==> config.mk <==
export PLATFORM = sky130hd
export DESIGN_NAME = ccd_hline_seq
export DESIGN_NICKNAME = d
export VERILOG_FILES = /design/src/rtl/ccd_hseq_pkg.sv /design/src/rtl/hseq_timebase.sv /design/src/rtl/hseq_region.sv /design/src/rtl/hseq_clkgen.sv /design/src/rtl/ccd_hline_seq.sv
export SDC_FILE = /design/constraint.sdc
export NUM_CORES = 1
export LEC_CHECK = 0
export ABC_CLOCK_PERIOD_IN_PS = 10400
export CAP_MARGIN = 15
export CELL_PAD_IN_SITES_DETAIL_PLACEMENT = 0
export CELL_PAD_IN_SITES_GLOBAL_PLACEMENT = 1
export CORE_ASPECT_RATIO = 1.25
export CORE_UTILIZATION = 48
export CTS_CLUSTER_DIAMETER = 200
export DETAILED_ROUTE_END_ITERATION = 16
export GPL_TIMING_DRIVEN = 0
export PLACE_DENSITY_LB_ADDON = 0.1
export SETUP_SLACK_MARGIN = 0.1
export SYNTH_ARGS = -nofsm -noshare
export SYNTH_HDL_FRONTEND = slang
export SYNTH_SLANG_ARGS = --single-unit
==> constraint.sdc <==
create_clock -name clk -period 10.4 [get_ports clk]
set_input_delay 2.08 -clock clk [delete_from_list [all_inputs] [get_ports clk]]
set_output_delay 2.08 -clock clk [all_outputs]
set_load 0.01 [all_outputs]
==> src/rtl/ccd_hseq_pkg.sv <==
package ccd_hseq_pkg;

    localparam int SUBPHASES = 6;

    typedef enum logic [2:0] {
        RGN_IDLE     = 3'd0,
        RGN_DUMMY    = 3'd1,
        RGN_BLACK    = 3'd2,
        RGN_TIMING   = 3'd3,
        RGN_ACTIVE   = 3'd4,
        RGN_OVERHEAD = 3'd5
    } region_e;

    typedef struct packed {
        logic split;
        logic bin;
    } line_mode_t;

    // Number of cells shifted out per output in one line.
    function automatic int cells_shifted(logic split, int nd, int nb, int nt, int na);
        if (split)
            return nd + nb + nt + na / 2;
        return nd + 2 * nb + 2 * nt + na;
    endfunction

    // Region of pixel period p (p counted from zero at line start).
    function automatic region_e region_at(int p, logic split, int nd, int nb, int nt, int na);
        int edge_blk;
        int edge_tim;
        int edge_act;
        int edge_tim2;
        int edge_blk2;
        edge_blk  = nd;
        edge_tim  = edge_blk + nb;
        edge_act  = edge_tim + nt;
        edge_tim2 = edge_act + (split ? na / 2 : na);
        edge_blk2 = edge_tim2 + nt;
        if (p < edge_blk)  return RGN_DUMMY;
        if (p < edge_tim)  return RGN_BLACK;
        if (p < edge_act)  return RGN_TIMING;
        if (p < edge_tim2) return RGN_ACTIVE;
        if (split)         return RGN_OVERHEAD;
        if (p < edge_blk2) return RGN_TIMING;
        if (p < edge_blk2 + nb) return RGN_BLACK;
        return RGN_OVERHEAD;
    endfunction

endpackage

==> src/rtl/hseq_timebase.sv <==
module hseq_timebase
    import ccd_hseq_pkg::*;
#(
    parameter int LINE_PIXELS = 3487,
    localparam int PIX_W = $clog2(LINE_PIXELS)
) (
    input  logic             clk,
    input  logic             rst,
    input  logic             start,
    input  line_mode_t       mode_in,
    output logic             busy,
    output logic [2:0]       sub,
    output logic [PIX_W-1:0] pix,
    output line_mode_t       mode,
    output logic             done
);
    localparam logic [PIX_W-1:0] LAST_PIX = PIX_W'(LINE_PIXELS - 1);
    localparam logic [2:0]       LAST_SUB = 3'(SUBPHASES - 1);

    always_ff @(posedge clk) begin
        if (rst) begin
            busy <= 1'b0;
            sub  <= '0;
            pix  <= '0;
            mode <= '0;
            done <= 1'b0;
        end else begin
            done <= 1'b0;
            if (!busy) begin
                if (start) begin
                    busy <= 1'b1;
                    sub  <= '0;
                    pix  <= '0;
                    mode <= mode_in;
                end
            end else if (sub == LAST_SUB) begin
                sub <= '0;
                if (pix == LAST_PIX) begin
                    busy <= 1'b0;
                    done <= 1'b1;
                end else begin
                    pix <= pix + 1'b1;
                end
            end else begin
                sub <= sub + 3'd1;
            end
        end
    end

    AST_START_IGNORED: assert property (@(posedge clk) disable iff (rst)
        (busy && start && sub != LAST_SUB) |=> (sub == $past(sub) + 3'd1));
    AST_DONE_SINGLE: assert property (@(posedge clk) disable iff (rst)
        done |=> !done);
    AST_DONE_IDLE: assert property (@(posedge clk) disable iff (rst)
        done |-> !busy);
endmodule

==> src/rtl/hseq_region.sv <==
module hseq_region
    import ccd_hseq_pkg::*;
#(
    parameter int N_DUMMY  = 7,
    parameter int N_BLACK  = 20,
    parameter int N_TIMING = 4,
    parameter int N_ACTIVE = 3072,
    parameter int PIX_W    = 12
) (
    input  logic             busy,
    input  logic [PIX_W-1:0] pix,
    input  logic             split,
    output region_e          region,
    output logic             shifting
);
    int pix_i;
    assign pix_i = int'(pix);

    always_comb begin
        if (!busy) begin
            region   = RGN_IDLE;
            shifting = 1'b0;
        end else begin
            region   = region_at(pix_i, split, N_DUMMY, N_BLACK, N_TIMING, N_ACTIVE);
            shifting = pix_i < cells_shifted(split, N_DUMMY, N_BLACK, N_TIMING, N_ACTIVE);
        end
    end
endmodule

==> src/rtl/hseq_clkgen.sv <==
module hseq_clkgen
    import ccd_hseq_pkg::*;
(
    input  logic       clk,
    input  logic       rst,
    input  logic       shifting,
    input  logic [2:0] sub,
    input  logic       odd_pix,
    input  logic       bin,
    output logic [2:0] ph,
    output logic       rg,
    output logic       sg
);
    // Phase k is high for three subphases starting at subphase 2k.
    for (genvar k = 0; k < 3; k++) begin : g_phase
        localparam int START = 2 * k;
        int rel;
        always_comb begin
            rel   = (int'(sub) - START + SUBPHASES) % SUBPHASES;
            ph[k] = shifting && (rel < 3);
        end
    end

    logic first_half;
    assign first_half = (sub <= 3'd2);

    always_comb begin
        rg = shifting && (sub == 3'd0) && (!bin || !odd_pix);
        if (bin)
            sg = shifting && (!odd_pix || first_half);
        else
            sg = shifting && first_half;
    end

    AST_PHASE_COUNT: assert property (@(posedge clk) disable iff (rst)
        shifting |-> ($countones(ph) == 1 || $countones(ph) == 2));
    AST_RG_IN_OVERLAP: assert property (@(posedge clk) disable iff (rst)
        rg |-> (ph[0] && ph[2] && !ph[1]));
endmodule

==> src/rtl/ccd_hline_seq.sv <==
module ccd_hline_seq
    import ccd_hseq_pkg::*;
#(
    parameter int N_DUMMY     = 7,
    parameter int N_BLACK     = 20,
    parameter int N_TIMING    = 4,
    parameter int N_ACTIVE    = 3072,
    parameter int LINE_PIXELS = 3487
) (
    input  logic       clk,
    input  logic       rst,
    input  logic       line_start,
    input  logic       split_mode,
    input  logic       bin_mode,
    output logic [2:0] hclk,
    output logic       rst_gate,
    output logic       sum_gate,
    output logic       black_clamp,
    output logic       pix_valid,
    output logic [2:0] region_tag,
    output logic       line_done
);
    localparam int PIX_W = $clog2(LINE_PIXELS);

    logic             busy;
    logic [2:0]       sub;
    logic [PIX_W-1:0] pix;
    line_mode_t       mode_in;
    line_mode_t       mode;
    region_e          region;
    logic             shifting;

    assign mode_in = '{split: split_mode, bin: bin_mode};

    hseq_timebase #(.LINE_PIXELS(LINE_PIXELS)) i_timebase (
        .clk(clk), .rst(rst), .start(line_start), .mode_in(mode_in),
        .busy(busy), .sub(sub), .pix(pix), .mode(mode), .done(line_done)
    );

    hseq_region #(
        .N_DUMMY(N_DUMMY), .N_BLACK(N_BLACK), .N_TIMING(N_TIMING),
        .N_ACTIVE(N_ACTIVE), .PIX_W(PIX_W)
    ) i_region (
        .busy(busy), .pix(pix), .split(mode.split),
        .region(region), .shifting(shifting)
    );

    hseq_clkgen i_clkgen (
        .clk(clk), .rst(rst), .shifting(shifting), .sub(sub),
        .odd_pix(pix[0]), .bin(mode.bin),
        .ph(hclk), .rg(rst_gate), .sg(sum_gate)
    );

    assign region_tag  = region;
    assign black_clamp = (region == RGN_BLACK);
    assign pix_valid   = (region == RGN_ACTIVE) && (!mode.bin || pix[0]);

    AST_VALID_NOT_CLAMP: assert property (@(posedge clk) disable iff (rst)
        pix_valid |-> !black_clamp);
    AST_IDLE_QUIET: assert property (@(posedge clk) disable iff (rst)
        (region_tag == 3'd0) |-> (hclk == 3'b000 && !rst_gate && !sum_gate && !pix_valid));
    AST_DONE_ENDS_LINE: assert property (@(posedge clk) disable iff (rst)
        line_done |-> (region_tag == 3'd0));
endmodule

# Word-level counts from Yosys, hierarchy flattened
# Cells that the tools add are included.
dict set report totals {
  output_inout_bits 11
  inputBits 5
  ff_bits 19
  elab_cells 130
}
dict set report op_classes {
  add_sub_neg 10
  bitwise 2
  n_div 3
  n_lt_le_gt_ge 11
  mux 74
  eq_ne 6
  reduce_logical 18
}
# operator n
set ops {}
lappend ops {{13-bit by 32-bit less-than comparator with 1-bit output} 4}
lappend ops {{32-bit by 4-bit adder with 32-bit output, second input constant} 3}
lappend ops {{32-bit by 3-bit less-than comparator with 1-bit output, second input constant} 3}
lappend ops {{32-bit by 4-bit modulo with 32-bit output, second input constant} 3}
lappend ops {{12-bit 2-to-1 mux} 6}
lappend ops {{3-bit 2-to-1 mux} 23}
lappend ops {{1-bit 2-to-1 mux} 43}
lappend ops {{32-bit by 6-bit adder with 32-bit output, second input constant} 1}
lappend ops {{6-bit by 32-bit adder with 32-bit output, first input constant} 1}
lappend ops {{32-bit 2-to-1 mux} 1}
lappend ops {{12-bit by 5-bit less-than comparator with 1-bit output, second input constant} 2}
lappend ops {{12-bit by 1-bit adder with 12-bit output, second input constant} 1}
lappend ops {{12-bit == test, second input constant} 1}
lappend ops {{12-bit by 3-bit less-than comparator with 1-bit output, second input constant} 1}
lappend ops {{11-bit 2-to-1 mux} 1}
lappend ops {{1-bit logical AND} 8}
lappend ops {{3-bit == test, second input constant} 2}
lappend ops {{3-bit by 3-bit adder with 4-bit output, second input constant} 1}
lappend ops {{2-bit inequality test, second input constant} 2}
lappend ops {{3-bit by 2-bit subtractor with 4-bit output, second input constant} 1}
lappend ops {{3-bit by 3-bit subtractor with 4-bit output, second input constant} 1}
lappend ops {{3-bit by 1-bit adder with 3-bit output, second input constant} 1}
lappend ops {{3-bit by 2-bit == test with 1-bit output, second input constant} 1}
lappend ops {{3-bit by 2-bit less-or-equal comparator with 1-bit output, second input constant} 1}
lappend ops {{8 further kinds} 12}

# Depth between registers and ports, before layout
dict set report depth {
  word_depth 40
  depth_mapped 34
  ltp_nobuf 29
}

# By module
# From an unflattened synthesis, not the netlist that was laid out.
dict set report unflattened {
  hier_cells 225
  hier_area_um2 1725.4
}
# mod seq_area_each_um2 cells_each instances area_each_um2
set modules_own_cells {}
lappend modules_own_cells {hseq_timebase 380.4 120 1 989.7}
lappend modules_own_cells {hseq_clkgen 0.0 57 1 414.1}
lappend modules_own_cells {hseq_region 0.0 45 1 285.3}
lappend modules_own_cells {ccd_hline_seq 0.0 3 1 36.3}

# Least setup slack after synthesis
# No wires, ideal clock.
dict set report synth_path {
  kind {flip-flop to output port}
  from {register i_timebase.sub[1]}
  to {output port hclk[1]}
  arrival_ps 7131
  path_slack_ps 1189
  path_stages_with_launch 31
  required_time_ps 8320
  path_buffers 2
  cell_sequence {dfxtp_1 > buf_4 > inv_1 > ha_1 > ha_1 > inv_1 > and3_1 > ha_1 > clkbuf_1 > and3b_1 > a221oi_1 > a31oi_1 > nor3_2 > nand2b_1 > mux2i_1 > a222oi_1 > a21oi_1 > nand2_1 > o21ai_0 > nor3b_1 > a2111oi_0 > a21oi_1 > mux2_2 > and2_1 > o41ai_1 > nand2_1 > o21ai_0 > xnor2_1 > a2111oi_0 > a221oi_1 > nor3b_1}
}
dict set report synth_via {
  elab_chain_cells 5
}
# element line
set synth_lines {}
lappend synth_lines {{from (decl)} hseq_timebase.sv:12} ;# output logic [2:0] sub,
lappend synth_lines {{from (signal assigned)} hseq_timebase.sv:45} ;# sub <= sub + 3'd1;
lappend synth_lines {{3-bit by 2-bit subtractor with 4-bit output} hseq_clkgen.sv:19} ;# rel = (int'(sub) - START + SUBPHASES) % SUBPHASES;
lappend synth_lines {{32-bit by 4-bit adder with 32-bit output} hseq_clkgen.sv:19}
lappend synth_lines {{32-bit by 4-bit modulo with 32-bit output} hseq_clkgen.sv:19}
lappend synth_lines {{32-bit by 3-bit less-than comparator with 1-bit output} hseq_clkgen.sv:20} ;# ph[k] = shifting && (rel < 3);
lappend synth_lines {{1-bit logical AND} hseq_clkgen.sv:20}
lappend synth_lines {{to (decl)} ccd_hline_seq.sv:15} ;# output logic [2:0] hclk,
# No other way between the ends.

# Final worst setup path
dict set report layout_path {
  from {register i_timebase.sub[1]}
  to {output port hclk[2]}
}
dict set report layout_via {
  elab_chain_cells 5
}
# element line
set layout_lines {}
lappend layout_lines {{3-bit by 3-bit subtractor with 4-bit output} hseq_clkgen.sv:19}
lappend layout_lines {{32-bit by 4-bit adder with 32-bit output} hseq_clkgen.sv:19}
lappend layout_lines {{32-bit by 4-bit modulo with 32-bit output} hseq_clkgen.sv:19}
lappend layout_lines {{32-bit by 3-bit less-than comparator with 1-bit output} hseq_clkgen.sv:20}
lappend layout_lines {{1-bit logical AND} hseq_clkgen.sv:20}
# No other way between the ends.

==> impl_metrics.py <==
metrics = {
    "clock_network": {
        "cts_hold_buf": 0,
        "path_clk_slew_ns": 0.05,
        "cts_sinks": 19,
        "cts_max_level": 1,
        "ctsRootBufferMaster": "clkbuf_16",
        "cts_tree": "built",
        "clock_latency_ns": 0.25,
        "cts_buffer_depth": 2,
        "cts_buffers": 3,
    },
    "global_routing": {
        "grt_use_total_pct": 28.9,
        "grt_pass1_wl_mm": 30.4,
        "antenna_found_initial": 0,
        "gr-total-overflow": 0,
        "grt_max_degree": 15,
        "first_global_vias": 6115,
    },
    "floorplan": {
        "die_height_um": 126,
        "top_level_ports": 16,
        "coreArea_um2": 11800,
        "dieArea_um2": 12700,
        "die_w_um": 101,
        "rows": 44,
        "floorplan.initialDensity_pct": 50.1,
    },
    "synth": {
        "ys_seq_area_share_pct": 6.44,
        "synth_edf_count": 0,
        "syn-cell-area_um2": 5900,
        "synth_top_family_by_area": "compound AO/OA/AOI/OAI gates",
        "synth_ff_type": "dfxtp_1",
        "synth.distinct_cells": 114,
        "ys_seq_elements": 19,
        "yosys.area_share.simple_pct": 33.6,
        "yosys.area.top_type": "dfxtp_1",
        "synth_cells": 824,
        "synth_top_area_share_pct": 6.44,
        "synth_area_leaders": "dfxtp_1 6.4%, ha_1 6.1%, nor2_1 5.8%",
        "synth_xor_area_share_pct": 6.53,
        "synth_compound_area_share_pct": 36.8,
        "synth_fa_ha_area_share_pct": 6.49,
        "synth.area.mux_share_pct": 5.45,
        "syn_avg_cell_area_um2": 7.16,
        "ys.warnings.count": 0,
        "async_reset_ff_share_pct": 0,
    },
    "detailed_routing": {
        "avgRoutedWirePerCell_um": 18.3,
        "viasPerCell": 6.55,
        "drcViolationCount": 0,
        "routed_wl_mm": 18.7,
        "antenna_left": 0,
        "num_vias": 6683,
        "first_iter_violations": 417,
        "first_pass_iters": 5,
    },
    "hold_path": {
        "min_to": "i_timebase.mode[0]",
        "hp-class": "flop to flop",
        "min_path_cells": 2,
        "hold_start": "i_timebase.mode[0]",
    },
    "layout": {
        "area_delta_synth_final_pct": 13.4,
        "postLayoutCoreUtil_pct": 56.8,
        "layout_commonest_cell": "nor2_1",
        "final_cell_mix": "92 x nor2_1, 70 x nand2_1, 53 x a21oi_1, 39 x o21ai_0, 33 x nand3_1",
        "drive_gt1_share_pct": 17.3,
        "final_cell_area_um2": 6700,
        "fin_nets": 895,
        "insertedDiodeCount": 0,
    },
    "worst_setup_path": {
        "rrSetupSlack_ns": 7.81,
        "cp-start-kind": "flop",
        "rr_worst_depth": 10,
        "cp.arrival_ns": 7.87,
        "critical_path_class": "flop to output port",
        "cp_max_fo": 10,
        "worstPathRequired_ns": 8.32,
        "crit_slowest_cell": "clkdlybuf4s50_1",
        "timing.rr.start": "i_timebase.pix[3]",
        "endpoint_kind": "output port",
        "cpMostUsedCell": "buf_4",
        "rr_endpoint": "i_timebase.pix[8]",
        "slowest_delay_ns": 0.54,
    },
    "placed_design": {
        "dpl.hpwl_mm": 14.4,
        "gp_congestion": 0.956,
        "placed_area_um2": 6260,
        "place_ws_ns": -0.524,
        "io_buffer_count": 15,
    },
    "timing": {
        "post-route-min-period_ns": 9.95,
        "clock.fmax_mhz": 101,
        "finalWorstSetupSlack_ns": 0.455,
        "worst_pin_slew_ns": 0.934,
        "setup_viol": 0,
        "hold_violations": 0,
        "hold_ws_ns": 0.545,
        "rsz0062_at_grt": "false",
        "tns_ns": 0,
        "slew_headroom_pct": 37.2,
        "clock_skew_ns": 0.00136,
        "fin_crit_sh_pct": 95.6,
        "slew_viol_final": 0,
    },
    "power_and_ir_drop": {
        "peakVddDrop_mv": 0.0761,
        "p_clk_share_pct": 31.4,
        "powerDensity_nw_per_um2": 37.7,
        "p_int_uw": 168,
        "p_sw_uw": 84.6,
        "power_frac_comb_pct": 38.8,
        "p_seq_share_pct": 29.8,
        "p_leak_uw": 0.00245,
        "swShare_pct": 33.5,
    },
    "run": {
        "maxCapViolCount": 0,
    },
    "run_status": {
        "status": "completed",
    },
}
## synth_stat cells (all sizes together) (9+ instances only)
cell / n
a21oi: 65
mux2i: 21
a21boi: 9
and2: 13
nand2: 73
o21ai: 51
clkbuf: 24
a31oi: 16
inv: 18
or3: 12
nor4: 12
and3: 11
nand4: 16
a211oi: 20
nand2b: 14
nand3: 33
dfxtp: 19
a21o: 10
o211ai: 15
nor2b: 11
nor2: 93
ha: 29
nor3: 29
xnor2: 30
xor2: 14
buf: 21
## flip-flops by register name (all words and copies together), names as in the netlist
signal	flops
i_timebase.busy	1
i_timebase.mode	2
i_timebase.done	1
i_timebase.pix	12
i_timebase.sub	3
## metal layers
metal | GRT usage, % | share of wire (%) | vias to the layer above | wire length [um]
li1 | - | - | 3205 | -
met1 | 39.6 | 44 | 3161 | 8230
met5 | 0 | 0 | - | 0
met3 | 2.77 | 6.0 | 53 | 1120
met2 | 47.5 | 47 | 264 | 8810
met4 | 8.61 | 2.7 | 0 | 511
## power groups by stage
stage          clock network (uW)  registers, uW  logic [uW]
6_report                     79.2           75.2        97.8
5_1_grt                      83.5           75.4         107
4_1_cts                      80.6           75.2        91.3
3_5_place_dp                    0           76.7        88.9
3_3_place_gp                    0           76.7        87.7
2_1_floorplan                   0           76.3        67.7
## metrics by stage
step | total power (uW) | instances
after floorplan | 144 | 825
after global placement | 164 | 1001
after detailed placement | 166 | 1001
after CTS | 247 | 1006
after global routing | 266 | 1020
final | 252 | 1020
## critical path, delay by kind of cell (launching register included)
| kind | cells | cell delay, ns |
|---|---|---|
| compound gates | 11 | 2.57 |
| xor+xnor | 2 | 0.42 |
| fa+ha+maj | 1 | 0.28 |
| buf+inv | 5 | 1.29 |
| flops | 1 | 0.40 |
| mux | 3 | 0.95 |
| simple gates | 6 | 1.69 |
## how the worst max path moves through the flow
stage	startpoint	end	slack, ns	depth (start not counted)
3_3_place_gp	i_timebase.sub[1]	hclk[1]	-0.29	31
2_1_floorplan	i_timebase.sub[1]	hclk[1]	1.19	30
3_5_place_dp	i_timebase.sub[1]	hclk[1]	-0.52	31
6_report	i_timebase.sub[1]	hclk[2]	0.45	28
5_1_grt	i_timebase.sub[1]	hclk[2]	0.05	28
4_1_cts	i_timebase.sub[1]	hclk[1]	0.10	32
## cells by family after synthesis
| logic type | count (synthesis) |
|---|---|
| muxes | 28 |
| buffers and inverters | 63 |
| xor gates and xnor gates | 44 |
| adders and majority gates | 30 |
| and+or+nand+nor | 361 |
| AOI/OAI and AO/OA | 278 |
| DFF | 19 |
| other | 1 |
## cell type report
cell class | count | area [um^2]
buffer | 45 | 215
clock buffer | 4 | 78.8
fill | 1161 | 5080
inverter | 18 | 71.3
multi-input combinational | 743 | 5480
sequential | 19 | 383
tap | 161 | 201
timing repair buffer | 30 | 263
## timing repair
| item | 4_1_cts | 5_1_grt |
|---|---|---|
| endpoints found under the setup margin | 2 | 2 |
| buffers inserted | 1 | 14 |
| gates resized for setup | 18 | 39 |
| pin swaps | 1 | 8 |
Note: power is estimated with default switching activity, not from simulation.
